### config.mk
export PLATFORM = sky130hd
export DESIGN_NAME = pit_timer
export DESIGN_NICKNAME = d
export VERILOG_FILES = /design/src/rtl/pit_pkg.sv /design/src/rtl/pit_prescaler.sv /design/src/rtl/pit_counter.sv /design/src/rtl/pit_regs.sv /design/src/rtl/pit_timer.sv
export SDC_FILE = /design/constraint.sdc
export NUM_CORES = 1
export LEC_CHECK = 0
export ABC_CLOCK_PERIOD_IN_PS = 2700
export CAP_MARGIN = 5
export CORE_UTILIZATION = 30
export CTS_BUF_LIST = sky130_fd_sc_hd__clkbuf_8
export CTS_CLUSTER_DIAMETER = 100
export DETAILED_ROUTE_END_ITERATION = 16
export PLACE_DENSITY = 0.63
export SLEW_MARGIN = 25
export SYNTH_ARGS = -nofsm -noshare
export SYNTH_HDL_FRONTEND = slang
export SYNTH_SLANG_ARGS = --single-unit
### constraint.sdc
create_clock -name clk -period 2.7 [get_ports clk]
set_input_delay 0.675 -clock clk [delete_from_list [all_inputs] [get_ports clk]]
set_output_delay 0.675 -clock clk [all_outputs]
set_load 0.005 [all_outputs]
### src/rtl/pit_pkg.sv
// Package: shared widths, register selectors and mode-word layout for the
// periodic interval timer. Assumes a 32-bit register bus.
package pit_pkg;
    localparam int DATA_W    = 32;
    localparam int PERIOD_W  = 20;
    localparam int ELAPSED_W = DATA_W - PERIOD_W;
    localparam int RUN_BIT   = 24;
    localparam int IEN_BIT   = 25;
    localparam logic [DATA_W-1:0] MODE_RESET = 32'h000F_FFFF;

    typedef enum logic [1:0] {
        SEL_MODE   = 2'd0,
        SEL_STATUS = 2'd1,
        SEL_VALUE  = 2'd2,
        SEL_IMAGE  = 2'd3
    } pit_sel_e;
endpackage

### src/rtl/pit_prescaler.sv
// Prescaler: divides the clock into one-cycle ticks, one every PRESCALE
// clocks while the timer runs. Assumes PRESCALE >= 2. A restart re-aligns
// the phase, so the first tick comes PRESCALE clocks after the restart edge.
module pit_prescaler #(
    parameter int PRESCALE = 16
) (
    input  logic clk,
    input  logic rst_n,
    input  logic run,
    input  logic restart,
    output logic tick
);
    localparam int PW = (PRESCALE > 1) ? $clog2(PRESCALE) : 1;
    localparam logic [PW-1:0] LAST = PW'(PRESCALE - 1);

    logic [PW-1:0] phase;

    // Phase counter: cleared when idle or restarted, wraps at LAST
    always_ff @(posedge clk) begin
        if (!rst_n || !run || restart)
            phase <= '0;
        else if (phase == LAST)
            phase <= '0;
        else
            phase <= phase + 1'b1;
    end

    assign tick = run && (phase == LAST);

    AST_PRESC_RANGE: assert property (@(posedge clk) disable iff (!rst_n)
        phase <= LAST);
endmodule

### src/rtl/pit_counter.sv
// Period counter: live count from 0 to the period, plus an elapsed-period
// counter that advances on each wrap. Assumes tick is one cycle wide and
// that stop/restart come from a mode write accepted at the same edge.
module pit_counter
    import pit_pkg::*;
(
    input  logic                 clk,
    input  logic                 rst_n,
    input  logic                 run,
    input  logic                 tick,
    input  logic                 restart,
    input  logic                 stop,
    input  logic                 clr_elapsed,
    input  logic [PERIOD_W-1:0]  period,
    output logic [PERIOD_W-1:0]  count,
    output logic [ELAPSED_W-1:0] elapsed,
    output logic                 wrap
);
    assign wrap = tick && (count == period);

    // Count and elapsed-period update; stopping clears both
    always_ff @(posedge clk) begin
        if (!rst_n || stop || !run) begin
            count   <= '0;
            elapsed <= '0;
        end else if (restart) begin
            count <= '0;
        end else begin
            if (tick)
                count <= wrap ? '0 : count + 1'b1;
            if (wrap)
                elapsed <= clr_elapsed ? ELAPSED_W'(1) : elapsed + 1'b1;
            else if (clr_elapsed)
                elapsed <= '0;
        end
    end

    AST_IDLE_ZERO: assert property (@(posedge clk) disable iff (!rst_n)
        !run |-> (count == '0 && elapsed == '0));
    AST_COUNT_BOUND: assert property (@(posedge clk) disable iff (!rst_n)
        run |-> count <= period);
    AST_WRAP_INCR: assert property (@(posedge clk) disable iff (!rst_n)
        (wrap && run && !clr_elapsed && !restart && !stop)
        |=> elapsed == $past(elapsed) + 1'b1);
endmodule

### src/rtl/pit_regs.sv
// Register file: mode word, pending flag, access decode and read mux.
// Assumes at most one access per cycle. Read data is combinational, and
// read side effects take effect at the edge that ends the access.
module pit_regs
    import pit_pkg::*;
(
    input  logic                 clk,
    input  logic                 rst_n,
    input  logic                 bus_en,
    input  logic                 bus_wr,
    input  logic [1:0]           bus_addr,
    input  logic [DATA_W-1:0]    bus_wdata,
    output logic [DATA_W-1:0]    bus_rdata,
    input  logic [PERIOD_W-1:0]  count,
    input  logic [ELAPSED_W-1:0] elapsed,
    input  logic                 wrap,
    output logic [PERIOD_W-1:0]  period,
    output logic                 run,
    output logic                 restart,
    output logic                 stop,
    output logic                 clr_elapsed,
    output logic                 pending
);
    logic [DATA_W-1:0] mode_q;
    logic              mode_wr;
    logic              new_run;
    logic              rd_value;
    logic              rd_image;
    logic              ien;

    assign period   = mode_q[PERIOD_W-1:0];
    assign ien      = mode_q[IEN_BIT];
    assign run      = mode_q[RUN_BIT] && (period != '0);
    assign mode_wr  = bus_en && bus_wr && (bus_addr == SEL_MODE);
    assign new_run  = bus_wdata[RUN_BIT] && (bus_wdata[PERIOD_W-1:0] != '0);
    assign restart  = mode_wr && new_run;
    assign stop     = mode_wr && !new_run;
    assign rd_value = bus_en && !bus_wr && (bus_addr == SEL_VALUE);
    assign rd_image = bus_en && !bus_wr && (bus_addr == SEL_IMAGE);
    assign clr_elapsed = rd_value && run;

    // Mode register write
    always_ff @(posedge clk) begin
        if (!rst_n)
            mode_q <= MODE_RESET;
        else if (mode_wr)
            mode_q <= bus_wdata;
    end

    // Pending flag: an enabled wrap sets it and wins over a clearing read
    always_ff @(posedge clk) begin
        if (!rst_n)
            pending <= 1'b0;
        else if (wrap && ien)
            pending <= 1'b1;
        else if (clr_elapsed)
            pending <= 1'b0;
    end

    // Read mux
    always_comb begin
        unique case (pit_sel_e'(bus_addr))
            SEL_MODE:   bus_rdata = mode_q;
            SEL_STATUS: bus_rdata = {{(DATA_W-1){1'b0}}, pending};
            default:    bus_rdata = {elapsed, count};
        endcase
    end

    AST_FLAG_NEEDS_IE: assert property (@(posedge clk) disable iff (!rst_n)
        $rose(pending) |-> $past(wrap && ien));
    AST_CLEAR_ON_READ: assert property (@(posedge clk) disable iff (!rst_n)
        (clr_elapsed && !(wrap && ien)) |=> !pending);
    AST_IMAGE_KEEPS: assert property (@(posedge clk) disable iff (!rst_n)
        (rd_image && pending) |=> pending);
endmodule

### src/rtl/pit_timer.sv
// Top level of the periodic interval timer: register file, prescaler and
// period counter. Assumes a single clock and synchronous active-low reset.
module pit_timer #(
    parameter int PRESCALE = 16
) (
    input  logic        clk,
    input  logic        rst_n,
    input  logic        bus_en,
    input  logic        bus_wr,
    input  logic [1:0]  bus_addr,
    input  logic [31:0] bus_wdata,
    output logic [31:0] bus_rdata,
    output logic        irq
);
    import pit_pkg::*;

    logic [PERIOD_W-1:0]  period;
    logic [PERIOD_W-1:0]  count;
    logic [ELAPSED_W-1:0] elapsed;
    logic run, restart, stop, clr_elapsed, tick, wrap, pending;

    pit_regs u_regs (
        .clk(clk), .rst_n(rst_n),
        .bus_en(bus_en), .bus_wr(bus_wr), .bus_addr(bus_addr),
        .bus_wdata(bus_wdata), .bus_rdata(bus_rdata),
        .count(count), .elapsed(elapsed), .wrap(wrap),
        .period(period), .run(run), .restart(restart), .stop(stop),
        .clr_elapsed(clr_elapsed), .pending(pending)
    );

    pit_prescaler #(.PRESCALE(PRESCALE)) u_presc (
        .clk(clk), .rst_n(rst_n), .run(run), .restart(restart), .tick(tick)
    );

    pit_counter u_cnt (
        .clk(clk), .rst_n(rst_n), .run(run), .tick(tick),
        .restart(restart), .stop(stop), .clr_elapsed(clr_elapsed),
        .period(period), .count(count), .elapsed(elapsed), .wrap(wrap)
    );

    assign irq = pending;
endmodule

# Word level (Yosys, flattened, before mapping)
# Cells that the tools add are included.
[op_classes]
addsub = 3
multipliers = 0
div = 0
order_cmp = 0
n_eq_ne = 4
shift = 0
muxes = 7
bitwise_logic = 1
reduce_logical = 28
[op_table]
columns = ["operator", "count"]
rows = [
  ["$pmux 32 s2", 1],
  ["$reduce_bool 20->1", 2],
  ["$mux 12", 3],
  ["$add 20x1->20 const B", 1],
  ["$eq 20x20->1", 1],
  ["$mux 20", 1],
  ["$add 12x1->12 const B", 1],
  ["$logic_and 1x1->1", 12],
  ["$add 4x1->4 const B", 1],
  ["$eq 4x4->1 const B", 1],
  ["$logic_not 1->1", 4],
  ["$logic_or 1x1->1", 4],
  ["$reduce_bool 2->1", 2],
  ["$reduce_or 2->1", 2],
  ["$eq 2x1->1 const B", 1],
  ["$eq 2x2->1 const B", 1],
  ["$logic_not 2->1", 1],
  ["$mux 1", 2],
  ["$reduce_and 2->1", 1],
  ["$not 1->1", 1],
]
[word_totals]
register_bits = 69
latch_bits = 0
ram_bits = 0
mem_bits_ro = 0
input_bits = 38
out_inout_bits = 33
word_cells = 48
mem_count = 0

# Longest topological paths before layout
# Gate-level depths: netlist (run 1).
[logic_depth]
word_depth = 7
ltp_mapped = 9
ltp_nobuf = 7

# Hierarchy
# Synthesis (run 1) repeated with hierarchy kept, for this count alone.
[hier_totals]
hier_cells = 556
area_unflattened_um2 = 4190.3
[modules_own_cells]
columns = ["mod", "instances", "cells_per_inst", "area_per_inst_um2", "seq_area_each_um2"]
rows = [
  ["pit_regs", 1, 295, 2057.0, 660.6],
  ["pit_counter", 1, 245, 1974.4, 640.6],
  ["pit_prescaler", 1, 16, 158.9, 80.1],
]

# Worst setup path before layout (run 1)
# Ideal clock, no wire load.
[synth_path]
kind = "input port to flip-flop"
start = "input bus_wdata[0]"
end = "register u_cnt.elapsed[8]"
setup_time_ns = 0.074
arrival_time_ns = 2.225
required_time_ns = 2.626
path_slack_ns = 0.401
stages = 6
n_path_buf = 0
path_cell_list = "or4_4 > nor2_4 > a21oi_2 > or2_0 > or4_1 > a31oi_1"
[synth_via]
elab_chain_cells = 6
word_cells_on_any_way = 9
cone_classes = "bitwise (1); reduce/logical (8)"
[synth_lines]
columns = ["element", "line", "text"]
rows = [
  ["start: declaration", "pit_timer.sv:11", "input logic [31:0] bus_wdata,"],
  ["$reduce_bool 20->1 (*)", "pit_regs.sv:35", "assign new_run = bus_wdata[RUN_BIT] && (bus_wdata[PERIOD_W-1:0] != '0);"],
  ["$logic_and 1x1->1 (*)", "pit_regs.sv:35", ""],
  ["$logic_not 1->1", "pit_regs.sv:37", "assign stop = mode_wr && !new_run;"],
  ["$logic_and 1x1->1", "pit_regs.sv:37", ""],
  ["$logic_or 1x1->1 (2 in series)", "pit_counter.sv:23", "if (!rst_n || stop || !run) begin"],
  ["end signal: assignment", "pit_counter.sv:32", "elapsed <= clr_elapsed ? ELAPSED_W'(1) : elapsed + 1'b1;"],
  ["end: declaration", "pit_counter.sv:16", "output logic [ELAPSED_W-1:0] elapsed,"],
]
# Every way passes the cells marked *; elsewhere a longest branch is shown, timed or not.
# A chain may end at the register's enable or synchronous reset.

# Worst setup path in the final report (run 1)
[layout_path]
start = "input bus_addr[0]"
end = "output bus_rdata[1]"
[layout_via]
elab_chain_cells = 2
word_cells_on_any_way = 3
cone_classes = "eq/ne (1); mux (1); reduce/logical (1)"
[layout_lines]
columns = ["element", "line", "text"]
rows = [
  ["start: declaration", "pit_timer.sv:10", "input logic [1:0] bus_addr,"],
  ["$eq 2x1->1 / $logic_not 2->1 (equally long branches)", "pit_regs.sv:62", "unique case (pit_sel_e'(bus_addr))"],
  ["$pmux 32 s2 (*)", "pit_regs.sv:62", ""],
  ["end: declaration", "pit_timer.sv:12", "output logic [31:0] bus_rdata,"],
]
# Marked as above.

==> impl_summary.md, run 1 <==
Status
The run finished with clean final reports.

Power and ir drop
The leakage dissipation is 0.00197 µW. Summed over all nets, the switching power comes to 535 µW. The proportion of power drawn by combinational gates is 10.5%. Power comes to 2280 µW. The clock network is responsible for 43.3% of the overall power.

The internal power contribution is 1740 µW. The total power divided by cell area is 430 nW/µm². The switching power share of the total is 23.5%.

The part of the power in registers is 46.1%. The worst-case IR drop observed on VDD is 0.000181 V.

Layout
The finished layout holds 793 standard cells, fillers aside. The share of cells above drive strength 1 is 10.8%. After the last flow step, the layout net total stands at 657.

The area growth from synthesis to layout is 34.7%. The number of antenna diodes in the final layout is 0.

Die
The floorplan step defined a die boundary enclosing 13600 µm². The width of the die is 117 µm. The number of placed I/O pins is 71. The core region is 12700 µm². The floorplan has 41 rows. Once the floorplan was initialized, standard cells occupied 30.9% of the core. The overall die height is 117 µm.

Yosys
Sequential elements use 35.1% of the synthesized area. The number of warning messages in the yosys log is 0. In the synthesized netlist, the number of instances is 528.

The cell area that synthesis handed to floorplanning was 3940 µm². The fraction of registers with async set or reset after synthesis is 0%. The number of register bits inferred by synthesis is 69. For this run, the leading register cell type out of synthesis is sky130_fd_sc_hd__dfxtp_1. The average cell area after synthesis is 7.45 µm². The number of distinct library cells after synthesis is 47. Counting flops with a built-in enable in the synthesized netlist gives 0. The number of nets in the synthesized netlist is 569.

Timing
The number of endpoints with negative hold slack in the final report is 0. The headroom to the max-slew limit is 52.2%. Setup violations remaining at the end of the flow were counted as 0. Setup repair after global routing left no endpoint under its margin.

The minimum period implied by the final worst setup slack is 2.67 ns. Based on the critical path, the design can be clocked at up to 375 MHz. In the post-route analysis, the smallest setup slack over all paths is 0.0338 ns. Between clock sinks in the finished design, the worst skew comes to 0.00579 ns. For the pin with the worst max-slew slack, the measured transition is 0.707 ns. The count of pins over their slew limit is 0.

In the finished design, the share of the clock period the worst path needs comes to 98.7%. Hold timing on the final database bottoms out at a slack of 0.472 ns.

Detailed routing
The post-detailed-route wirelength per cell is 14.8 µm. The first-iteration detailed-routing DRC count is 228. The via density per instance is 5.15. The final route contains 4084 vias.

The first-pass iteration count of the detailed router is 5. The DRC violation count after routing is 0. The final antenna-violating net count is 0. After detailed routing, the total wire length is 11.8 mm.

Critical path
At the worst endpoint, the arrival time is 1.99 ns. The depth of the worst register-to-register path is 6. The critical path runs through a total of 5 cells. The biggest fanout along the worst timing path is 17. The kind of start point of the critical path is an input port. The critical path goes through dlygate4sd2_1 > buf_12 > nand2b_1 > o21ai_2 > clkdlybuf4s50_1. The kind of critical path is input port to output pin. The critical path's largest stage delay is 0.53 ns. On the critical path the largest part of the delay comes from buffers and inverters. STA classifies the critical path endpoint as an output pin. The required time at the endpoint of the critical path is 2.03 ns. Setup slack on the worst reg-to-reg path comes out at 0.40 ns. The count of buffer and inverter cells on the critical path is 3. The critical-path cell with the highest stage delay is sky130_fd_sc_hd__clkdlybuf4s50_1.

The worst flop-to-flop path endpoint is u_cnt.count[13]$_SDFFE_PP0P_. The startpoint identified for the worst register-to-register timing path is u_cnt.count[2]$_SDFFE_PP0P_.

Global routing
The first-pass GRT wire length is 19.4 mm. After global routing the overflow that remains totals 0. The initial antenna violation count was 0. The aggregate global-route resource usage is 18.5%. Entering global routing, the biggest net connects 34 pins. The number of global-route vias before repair is 3927.

Placement
Routability-driven placement finished with a final weighted congestion of 0.891. Detailed placement finished with a half-perimeter wire length of 8.75 mm. The post-place setup slack is -0.277 ns.

After detailed placement, the design holds a cell count of 776. During placement, the flow inserted port buffers numbering 70.

Flow run
The total of max-cap violations is 0.

Clock tree
The quantity of hold-fixing buffers added after cts is 0. The clock-pin transition on the worst setup and hold timing paths is 0.08 ns. In this run the deepest clock path goes through 2 buffers. The buffer type at the clock tree root is sky130_fd_sc_hd__clkbuf_8. Clock tree synthesis inserted a total of 9 buffers.

The later pin in the worst-skew pair is clocked with a latency of 0.36 ns. The post-CTS setup-driven buffer insertion count is 0. The clock net in this run drives a total of 69 sinks. In this run the number of H-tree levels came out at 3. TritonCTS built the clock tree.

Worst hold path
The min-delay analysis places its worst path in the category register to register. The worst hold path startpoint is u_presc.phase[0]$_SDFF_PP0_. The end point of the worst hold path is u_presc.phase[0]$_SDFF_PP0_.

The number of stages on the worst hold path is 1.
==> per-layer routing <==
| metal | up-vias | part of all wire (%) | track usage, % |
|---|---|---|---|
| met3 | 24 | 4.5 | 2.18 |
| met2 | 133 | 46 | 29.3 |
| met4 | 0 | 2.5 | 9.20 |
| li1 | 2015 | - | - |
| met5 | - | 0 | 0 |
| met1 | 1912 | 47 | 24.7 |
==> area by class of cell <==
type	count	area [µm²]
Clock inverter	5	81.3
Inverter	10	37.5
Tap cell	172	215
Timing Repair Buffer	107	1010
Fill cell	1324	7420
Sequential cell	69	1380
Clock buffer	11	151
Multi-Input combinational cell	419	2420
==> through the flow <==
| step | setup TNS [ns] | cell area [µm²] | utilization, % |
|---|---|---|---|
| after detailed placement | -4.89 | 5030 | 39.6 |
| after CTS | 0 | 5290 | 41.6 |
| final | 0 | 5300 | 41.7 |
| after global placement | -4.47 | 5030 | 39.6 |
| after floorplan | 0 | 3940 | - |
| after global routing | 0 | 5300 | 41.7 |
==> cell families after synthesis <==
family / count (synthesis) / share of synthesized area [%]
AO/OA/AOI/OAI: 90 / 14.3
XOR/XNOR: 38 / 8.46
adder cells (fa/ha/maj): 3 / 0.954
buffers and inverters: 40 / 4.07
flip-flops: 69 / 35.1
multiplexers: 2 / 0.509
AND/OR/NAND/NOR: 286 / 36.6
==> state kept, by name (all words and copies together), names as in the netlist <==
name / count
u_presc.phase: 4
u_cnt.count: 20
u_cnt.elapsed: 12
u_regs.pending: 1
u_regs.mode_q: 32
==> worst reg2reg max path, stage by stage (launching register included) <==
cell and delay, ns:
sky130_fd_sc_hd__dfxtp_1 0.48, sky130_fd_sc_hd__nand3_1 0.19, sky130_fd_sc_hd__nor3_2 0.27, sky130_fd_sc_hd__nand4_1 0.38, sky130_fd_sc_hd__or2_2 0.43, sky130_fd_sc_hd__or3_1 0.35, sky130_fd_sc_hd__a21oi_1 0.14
==> worst max path at each step <==
stage | from | endpoint | slack [ns]
CTS | bus_addr[0] | bus_rdata[24] | 0.03
floorplan | bus_wdata[0] | u_cnt.elapsed[8]$_SDFFE_PP0P_ | 0.40
global route | bus_addr[0] | bus_rdata[7] | 0.0005
finish | bus_addr[0] | bus_rdata[1] | 0.03
detailed placement | bus_addr[0] | bus_rdata[1] | -0.28
global placement | bus_addr[0] | bus_rdata[1] | -0.28
==> power by group through the flow <==
| stage | sequential, µW | clock [µW] | combinational, µW |
|---|---|---|---|
| 2_1_floorplan | 1070 | 0 | 95.0 |
| 3_3_place_gp | 1070 | 0 | 233 |
| 3_5_place_dp | 1070 | 0 | 236 |
| 4_1_cts | 1050 | 1000 | 241 |
| 5_1_grt | 1050 | 1050 | 260 |
| 6_report | 1050 | 986 | 240 |
==> synth_stat cells (4+ instances only) <==
library cell               count  share of area (%)
sky130_fd_sc_hd__nand2_1     111                 11
sky130_fd_sc_hd__dfxtp_1      69                 35
sky130_fd_sc_hd__o21ai_0      36                4.6
sky130_fd_sc_hd__nand3_1      33                4.2
sky130_fd_sc_hd__nand2b_1     30                4.8
sky130_fd_sc_hd__xnor2_1      30                6.7
sky130_fd_sc_hd__nor2_1       28                2.7
sky130_fd_sc_hd__clkbuf_1     27                2.6
sky130_fd_sc_hd__nand4_1      21                3.3
sky130_fd_sc_hd__and3_1       17                2.7
sky130_fd_sc_hd__a21boi_0     13                2.5
sky130_fd_sc_hd__nor4_1       12                1.9
sky130_fd_sc_hd__a31oi_1      10                1.6
sky130_fd_sc_hd__inv_1        10               0.95
sky130_fd_sc_hd__a21oi_1       8                1.0
sky130_fd_sc_hd__nor3_1        8                1.0
sky130_fd_sc_hd__o211ai_1      8                1.5
sky130_fd_sc_hd__xor2_1        8                1.8
sky130_fd_sc_hd__and2_1        4               0.64
==> what timing repair did <==
item | 4_1_cts | 5_1_grt
gates resized for setup | 31 | 9
gates cloned | 1 | 0
endpoints found under the setup margin | 32 | 8
==> placed cells by master (no fill, tap or decap), types with 2 or more instances in the layout <==
master                              n
sky130_fd_sc_hd__a311oi_1           3
sky130_fd_sc_hd__and2_1             4
sky130_fd_sc_hd__dlygate4sd2_1     16
sky130_fd_sc_hd__o21ai_0           18
sky130_fd_sc_hd__dlymetal6s2s_1     3
sky130_fd_sc_hd__nor3_1             8
sky130_fd_sc_hd__a21boi_0          13
sky130_fd_sc_hd__a31oi_1           10
sky130_fd_sc_hd__ha_1               3
sky130_fd_sc_hd__nor4_1            12
sky130_fd_sc_hd__buf_12             2
sky130_fd_sc_hd__o211ai_1           8
sky130_fd_sc_hd__xor2_1             8
sky130_fd_sc_hd__buf_4             34
sky130_fd_sc_hd__or4_4              2
sky130_fd_sc_hd__a21o_1             3
sky130_fd_sc_hd__mux2i_1            2
sky130_fd_sc_hd__a21oi_1            8
sky130_fd_sc_hd__bufinv_16          2
sky130_fd_sc_hd__o21ai_1           17
sky130_fd_sc_hd__clkbuf_8          11
sky130_fd_sc_hd__or4_1              2
sky130_fd_sc_hd__o21ai_2            2
sky130_fd_sc_hd__nand2_1          111
sky130_fd_sc_hd__and3_1            17
sky130_fd_sc_hd__or3_1              3
sky130_fd_sc_hd__nor3_2             3
sky130_fd_sc_hd__nand4_1           21
sky130_fd_sc_hd__nand3_1           33
sky130_fd_sc_hd__nor2_1            28
sky130_fd_sc_hd__dfxtp_1           69
sky130_fd_sc_hd__xnor2_1           30
sky130_fd_sc_hd__nand2b_1          30
sky130_fd_sc_hd__or2_2              2
sky130_fd_sc_hd__inv_1             10
sky130_fd_sc_hd__nand4bb_1          2
sky130_fd_sc_hd__clkdlybuf4s50_1   50
Note: power is estimated with default switching activity, not from simulation.
==> run 2, diff against run 1 <==
CORE_MARGIN = 1   (was not set)
==> results of run 2 <==
Same layout as run 1: the final DEF is identical, and so are final timing and power.
